--- src/rtl/cfg_bank_pkg.sv ---
package cfg_bank_pkg;
  localparam int BYTE_W = 8;
  localparam int BASE_W = 16;

  typedef logic [BYTE_W-1:0] byte_t;

  // register indices whose decode drives behaviour
  localparam byte_t IDX_DEVSEL  = 8'h07;
  localparam byte_t IDX_BANKLO  = 8'h30;
  localparam byte_t IDX_ENABLE  = 8'h30;
  localparam byte_t IDX_B0_HI   = 8'h60;
  localparam byte_t IDX_B0_LO   = 8'h61;
  localparam byte_t IDX_B1_HI   = 8'h62;
  localparam byte_t IDX_B1_LO   = 8'h63;
  localparam byte_t IDX_IRQ_A   = 8'h70;
  localparam byte_t IDX_IRQ_B   = 8'h72;
  localparam byte_t RD_LOCKED   = 8'hFF;

  typedef struct packed {
    logic  en;
    byte_t addr;
    byte_t data;
  } bank_wr_t;
endpackage

--- src/rtl/cfg_port_ctrl.sv ---
module cfg_port_ctrl
  import cfg_bank_pkg::*;
#(
  parameter int    NDEV      = 8,
  parameter byte_t KEY_ENTER = 8'h55,
  parameter byte_t KEY_EXIT  = 8'hAA
) (
  input  logic            clk,
  input  logic            rst,
  input  logic            wr_en_i,
  input  logic            port_sel_i,
  input  byte_t           wdata_i,
  output logic            cfg_mode_o,
  output byte_t           index_o,
  output byte_t           devsel_o,
  output bank_wr_t        bank_wr_o,
  output logic [NDEV-1:0] bank_sel_o
);
  logic idx_wr, dat_wr;

  assign idx_wr = wr_en_i && !port_sel_i;
  assign dat_wr = wr_en_i &&  port_sel_i;

  always_ff @(posedge clk) begin
    if (rst) begin
      cfg_mode_o <= 1'b0;
      index_o    <= '0;
      devsel_o   <= '0;
    end else begin
      if (idx_wr) begin
        if (!cfg_mode_o) begin
          if (wdata_i == KEY_ENTER) cfg_mode_o <= 1'b1;
        end else if (wdata_i == KEY_EXIT) begin
          cfg_mode_o <= 1'b0;
        end else begin
          index_o <= wdata_i;
        end
      end
      if (dat_wr && cfg_mode_o && index_o == IDX_DEVSEL)
        devsel_o <= wdata_i;
    end
  end

  always_comb begin
    bank_wr_o.en   = dat_wr && cfg_mode_o && (index_o >= IDX_BANKLO);
    bank_wr_o.addr = index_o;
    bank_wr_o.data = wdata_i;
  end

  for (genvar g = 0; g < NDEV; g++) begin : g_sel
    assign bank_sel_o[g] = (devsel_o == BYTE_W'(g));
  end
endmodule

--- src/rtl/cfg_dev_bank.sv ---
module cfg_dev_bank
  import cfg_bank_pkg::*;
#(
  parameter bit    HAS_BASE1 = 1'b0,
  parameter bit    HAS_IRQ_B = 1'b0,
  parameter byte_t IRQ_A_RST = 8'h00
) (
  input  logic              clk,
  input  logic              rst,
  input  logic              soft_rst_i,
  input  logic              we_i,
  input  byte_t             addr_i,
  input  byte_t             wdata_i,
  input  byte_t             rd_addr_i,
  output byte_t             rd_data_o,
  output logic              active_o,
  output logic [BASE_W-1:0] base0_o,
  output logic [BASE_W-1:0] base1_o,
  output byte_t             irq_a_o,
  output byte_t             irq_b_o
);
  logic clr;
  assign clr = rst || soft_rst_i;

  always_ff @(posedge clk) begin
    if (clr) begin
      active_o <= 1'b0;
      base0_o  <= '0;
      irq_a_o  <= IRQ_A_RST;
    end else if (we_i) begin
      case (addr_i)
        IDX_ENABLE: active_o       <= wdata_i[0];
        IDX_B0_HI:  base0_o[15:8]  <= wdata_i;
        IDX_B0_LO:  base0_o[7:0]   <= wdata_i;
        IDX_IRQ_A:  irq_a_o        <= wdata_i;
        default: ;
      endcase
    end
  end

  if (HAS_BASE1) begin : g_base1
    always_ff @(posedge clk) begin
      if (clr) begin
        base1_o <= '0;
      end else if (we_i) begin
        if (addr_i == IDX_B1_HI) base1_o[15:8] <= wdata_i;
        if (addr_i == IDX_B1_LO) base1_o[7:0]  <= wdata_i;
      end
    end
  end else begin : g_no_base1
    assign base1_o = '0;
  end

  if (HAS_IRQ_B) begin : g_irq_b
    always_ff @(posedge clk) begin
      if (clr)                              irq_b_o <= '0;
      else if (we_i && addr_i == IDX_IRQ_B) irq_b_o <= wdata_i;
    end
  end else begin : g_no_irq_b
    assign irq_b_o = '0;
  end

  always_comb begin
    case (rd_addr_i)
      IDX_ENABLE: rd_data_o = {7'b0, active_o};
      IDX_B0_HI:  rd_data_o = base0_o[15:8];
      IDX_B0_LO:  rd_data_o = base0_o[7:0];
      IDX_B1_HI:  rd_data_o = base1_o[15:8];
      IDX_B1_LO:  rd_data_o = base1_o[7:0];
      IDX_IRQ_A:  rd_data_o = irq_a_o;
      IDX_IRQ_B:  rd_data_o = irq_b_o;
      default:    rd_data_o = '0;
    endcase
  end
endmodule

--- src/rtl/cfg_read_mux.sv ---
module cfg_read_mux
  import cfg_bank_pkg::*;
#(
  parameter int NDEV = 8,
  localparam int RDW = NDEV * BYTE_W
) (
  input  logic           clk,
  input  logic           rst,
  input  logic           rd_en_i,
  input  logic           port_sel_i,
  input  logic           cfg_mode_i,
  input  byte_t          index_i,
  input  byte_t          devsel_i,
  input  logic [RDW-1:0] bank_rd_i,
  output byte_t          rdata_o
);
  byte_t bank_byte, rd_next;

  always_comb begin
    bank_byte = '0;
    for (int g = 0; g < NDEV; g++)
      if (devsel_i == BYTE_W'(g)) bank_byte = bank_rd_i[g*BYTE_W +: BYTE_W];
  end

  always_comb begin
    if (!port_sel_i)               rd_next = cfg_mode_i ? index_i : RD_LOCKED;
    else if (!cfg_mode_i)          rd_next = RD_LOCKED;
    else if (index_i == IDX_DEVSEL) rd_next = devsel_i;
    else if (index_i >= IDX_BANKLO) rd_next = bank_byte;
    else                           rd_next = '0;
  end

  always_ff @(posedge clk) begin
    if (rst)          rdata_o <= '0;
    else if (rd_en_i) rdata_o <= rd_next;
  end
endmodule

--- src/rtl/cfg_bank_regs.sv ---
module cfg_bank_regs
  import cfg_bank_pkg::*;
#(
  parameter int                 NDEV       = 8,
  parameter byte_t              KEY_ENTER  = 8'h55,
  parameter byte_t              KEY_EXIT   = 8'hAA,
  parameter logic [NDEV-1:0]    BASE1_MASK = 8'b0000_0110,
  parameter logic [NDEV-1:0]    IRQB_MASK  = 8'b0001_0000,
  parameter logic [NDEV*8-1:0]  IRQA_RST   = 64'h06
) (
  input  logic                     clk,
  input  logic                     rst,
  input  logic                     soft_rst_i,
  input  logic                     wr_en_i,
  input  logic                     rd_en_i,
  input  logic                     port_sel_i,
  input  logic [7:0]               wdata_i,
  output logic [7:0]               rdata_o,
  output logic                     cfg_mode_o,
  output logic [NDEV-1:0]          dev_active_o,
  output logic [NDEV*BASE_W-1:0]   dev_base0_o,
  output logic [NDEV*BASE_W-1:0]   dev_base1_o,
  output logic [NDEV*BYTE_W-1:0]   dev_irq0_o,
  output logic [NDEV*BYTE_W-1:0]   dev_irq1_o
);
  byte_t                 index_q, devsel_q;
  bank_wr_t              bank_wr;
  logic [NDEV-1:0]       bank_sel;
  logic [NDEV*BYTE_W-1:0] bank_rd;

  cfg_port_ctrl #(
    .NDEV(NDEV), .KEY_ENTER(KEY_ENTER), .KEY_EXIT(KEY_EXIT)
  ) ctrl_i (
    .clk(clk), .rst(rst), .wr_en_i(wr_en_i), .port_sel_i(port_sel_i),
    .wdata_i(wdata_i), .cfg_mode_o(cfg_mode_o), .index_o(index_q),
    .devsel_o(devsel_q), .bank_wr_o(bank_wr), .bank_sel_o(bank_sel)
  );

  for (genvar g = 0; g < NDEV; g++) begin : g_bank
    cfg_dev_bank #(
      .HAS_BASE1(BASE1_MASK[g]),
      .HAS_IRQ_B(IRQB_MASK[g]),
      .IRQ_A_RST(IRQA_RST[g*8 +: 8])
    ) bank_i (
      .clk(clk), .rst(rst), .soft_rst_i(soft_rst_i),
      .we_i(bank_wr.en && bank_sel[g]),
      .addr_i(bank_wr.addr), .wdata_i(bank_wr.data),
      .rd_addr_i(index_q),
      .rd_data_o(bank_rd[g*BYTE_W +: BYTE_W]),
      .active_o(dev_active_o[g]),
      .base0_o(dev_base0_o[g*BASE_W +: BASE_W]),
      .base1_o(dev_base1_o[g*BASE_W +: BASE_W]),
      .irq_a_o(dev_irq0_o[g*BYTE_W +: BYTE_W]),
      .irq_b_o(dev_irq1_o[g*BYTE_W +: BYTE_W])
    );
  end

  cfg_read_mux #(.NDEV(NDEV)) rmux_i (
    .clk(clk), .rst(rst), .rd_en_i(rd_en_i), .port_sel_i(port_sel_i),
    .cfg_mode_i(cfg_mode_o), .index_i(index_q), .devsel_i(devsel_q),
    .bank_rd_i(bank_rd), .rdata_o(rdata_o)
  );
endmodule

--- config.mk ---
export PLATFORM = sky130hd
export DESIGN_NAME = cfg_bank_regs
export DESIGN_NICKNAME = d
export VERILOG_FILES = /design/src/rtl/cfg_bank_pkg.sv /design/src/rtl/cfg_port_ctrl.sv /design/src/rtl/cfg_dev_bank.sv /design/src/rtl/cfg_read_mux.sv /design/src/rtl/cfg_bank_regs.sv
export SDC_FILE = /design/constraint.sdc
export NUM_CORES = 1
export LEC_CHECK = 0
export BUFFER_PORTS_ARGS = -buffer_cell sky130_fd_sc_hd__buf_2
export CAP_MARGIN = 10
export CORE_ASPECT_RATIO = 0.7
export CORE_MARGIN = 2
export CORE_UTILIZATION = 57
export CTS_BUF_LIST = sky130_fd_sc_hd__clkbuf_4
export DETAILED_ROUTE_END_ITERATION = 6
export HOLD_SLACK_MARGIN = 0.12
export PLACE_DENSITY = 0.88
export SKIP_CTS_REPAIR_TIMING = 1
export SYNTH_ARGS = -nofsm -noshare
export SYNTH_HDL_FRONTEND = slang
export SYNTH_SLANG_ARGS = --single-unit
--- constraint.sdc ---
create_clock -name clk -period 4.5 [get_ports clk]
set_input_delay 0.675 -clock clk [delete_from_list [all_inputs] [get_ports clk]]
set_output_delay 0.675 -clock clk [all_outputs]
set_load 0.01 [all_outputs]
==> run_results.csv <==
group,metric,value,unit
grt,grt_pass1_vias,12400,
critical_path,crit_path_cell_trace,"and4bb_2, and3_1, nand2_1, nor3_1, nand2_1, a21oi_1",
synthesis,yosys-top-cells-area,"dfxtp_1 40%, buf_4 9.3%, mux2i_1 8.7%",
timing,setup_viol,0,
die,die_area,24500,um^2
critical_path,path_max_fanout,30,
timing,post-route-period-util,0.826,
critical_path,cp_slowest_cell,"nor3_1",
die,chipHeight,132,um
critical_path,arrival,4.30,ns
die,initial_core_util,0.583,
critical_path,crit_top_cell,"nand2_1",
synthesis,yosysMostFrequentCell,"dfxtp_1",
min_path,hold_class,"in2reg",
timing,worst_slew_pin_slew,1.21,ns
clocking,cts_tree,"yes",
placed_design,hpwlAfterDp,34.4,mm
power,vdd_ir_drop_max,0.188,mV
timing,finClkSkew,0.0398,ns
grt,grt_overflow,0,
power,seq_power_share,0.511,
timing,drv_slew,0,
detailed_routing,drc_errors,18,
synthesis,yosys_most_used_dff,"dfxtp_1",
synthesis,yosysTopAreaCell,"dfxtp_1",
timing,rsz0062_at_grt,"false",
synthesis,synth_top_area_share,0.400,
clocking,cts.sink_count,265,
critical_path,cp.required,5.09,ns
grt,grt_first_pass_wirelength,74.1,mm
timing,fin_tns_setup,0,ns
power,swShare,0.258,
timing,fmax,269,MHz
detailed_routing,routed-via-count,13800,
final_layout,multiInputGateArea,6770,um^2
run_status,violations,"design-rule violations",
critical_path,cp-end-kind,"register",
critical_path,critPathMaxStageDelay,1.00,ns
detailed_routing,wire_per_inst,22.5,um
run,cap_violations,0,
die,top_level_ports,415,
power,leakage,0.00637,uW
critical_path,crit_type,"reg2reg",
timing,setup_slack,0.783,ns
timing,finalHoldViolations,0,
synthesis,syn_area,13300,um^2
die,row_count,46,
detailed_routing,viasPerCell,6.21,
power,p_clk_frac,0.446,
detailed_routing,ant_nets,0,
grt,antenna_found_initial,1,
run_status,status,"finished, violations left",
detailed_routing,first_iter_violations,2437,
detailed_routing,firstDrtPassIters,7,
die,core-area,22700,um^2
power,switchingPower,1190,uW
clocking,cts_buffers,68,
timing,relSlewSlack,0.191,
critical_path,critPathTopFamily,"simple AND/OR/NAND/NOR gates",
critical_path,crit_buf_inv,0,
placed_design,place.port_buffers,262,
power,combinationalPowerShare,0.043,
critical_path,start_kind,"register",
placed_design,place_area,14000,um^2
die,die_w,186,um
final_layout,fillCellCount,1943,
placed_design,dp_slack,1.12,ns
grt,grt_max_degree,85,
synthesis,seq_area_frac_synth,0.400,
clocking,cts.path.max_buffers,3,
clocking,htreeDepth,3,
timing,fin_crit,3.72,ns
detailed_routing,wirelength,50.1,mm
synthesis,synth_cells,1638,
final_layout,drive_above_1_share,0.227,
synthesis,synthTopCellsByCount,"265 x dfxtp_1, 252 x nand2_1, 193 x a21oi_1",
synthesis,synth_cell_types,68,
synthesis,yosys_warnings,0,
clocking,path_clk_slew,0.07,ns
synthesis,synth_edf_count,0,
power,cellPowerDensity,310,nW/um^2
final_layout,fin_nets,1879,
clocking,clock_latency,0.69,ns
synthesis,async_flop_share,0,
placed_design,gp_congestion,1.02,
clocking,cts_root_buffer,"clkbuf_4",
final_layout,final_area,14900,um^2
final_layout,regArea,5310,um^2
final_layout,syn2layout_area_growth,12.2,%
synthesis,avgSynthCellArea,8.09,um^2
synthesis,synth-seq-cells,265,
grt,gr-usage-all-layers,0.392,
power,p_int,3420,uW
-- layout make-up --
class / instances / area share
Sequential cell: 265 / 0.357
Clock inverter: 19 / 0.00656
Inverter: 2 / 0.000505
Timing Repair Buffer: 293 / 0.106
Antenna cell: 1 / 0.000168
Clock buffer: 97 / 0.0490
Tap cell: 312 / 0.0263
Multi-Input combinational cell: 1235 / 0.455
-- path summary, 6_finish.rpt --
check,to,depth (start not counted),start,slack [ns]
worst max-delay path,g_bank[5].bank_i.base0_o[3],6,ctrl_i.index_o[4],0.78
worst min-delay path,g_bank[0].bank_i.irq_a_o[1],3,soft_rst_i,0.19
worst max register to register,g_bank[5].bank_i.base0_o[3],6,ctrl_i.index_o[4],0.78
worst min register to register,g_bank[6].bank_i.base0_o[5],2,g_bank[6].bank_i.base0_o[5],0.47
-- layout by cell type (no fill, tap or decap), types with 10 or more instances in the layout --
master and n:
a211oi_1 11, buf_2 262, nand2_1 252, clkbuf_4 97, conb_1 152, dfxtp_1 265
buf_4 29, a21oi_1 193, clkinv_1 14, nor2_1 176, mux2i_1 115, nor3_1 10
mux2_2 17, a22oi_1 38, a221oi_1 12, nand3_1 26, o21ai_0 96, a22o_1 13
-- tightest hold or removal path, cell delays in order --
cell and delay, ns:
buf_2 0.09, nor2_1 0.05, nand2_1 0.05
-- metrics by stage --
stage	total power (uW)	util	cells	hold slack, ns
floorplan	2640	-	1789	0.467
global placement	2590	0.618	2107	0.456
detailed placement	2590	0.618	2107	0.458
CTS	4580	0.654	2223	0.184
global route	4750	0.654	2224	0.212
finish	4610	0.654	2224	0.195
-- flip-flops by register name (all words and copies together) (netlist names), 8 cells and up --
signal,count
g_bank.bank_i.active_o,8
g_bank.bank_i.base0_o,128
g_bank.bank_i.irq_a_o,64
rmux_i.rdata_o,8
ctrl_i.devsel_o,8
g_bank.bank_i.base1_o,32
g_bank.bank_i.irq_b_o,8
ctrl_i.index_o,8
-- logic make-up (layout without fill, tap and decap cells) --
kind of cell | after synthesis | count (layout) | synth area share
AOI/OAI and AO/OA | 421 | 421 | 0.191
DFF | 265 | 265 | 0.400
muxes | 132 | 132 | 0.101
buffers and inverters | 289 | 411 | 0.132
other | 1 | 153 | 0.000283
and+or+nand+nor | 530 | 530 | 0.175
-- power groups by stage --
stage / logic (uW) / registers, uW / clock network (uW)
3_5_place_dp: 185 / 2410 / 0
4_1_cts: 185 / 2350 / 2040
2_1_floorplan: 228 / 2410 / 0
6_report: 199 / 2350 / 2060
3_3_place_gp: 184 / 2410 / 0
5_1_grt: 209 / 2350 / 2190
-- routing by layer --
metal,GRT usage,part of all wire
met1,0.555,0.37
met2,0.541,0.41
met3,0.145,0.18
met4,0.143,0.042
met5,0,0
(Power assumes the default switching activity.)
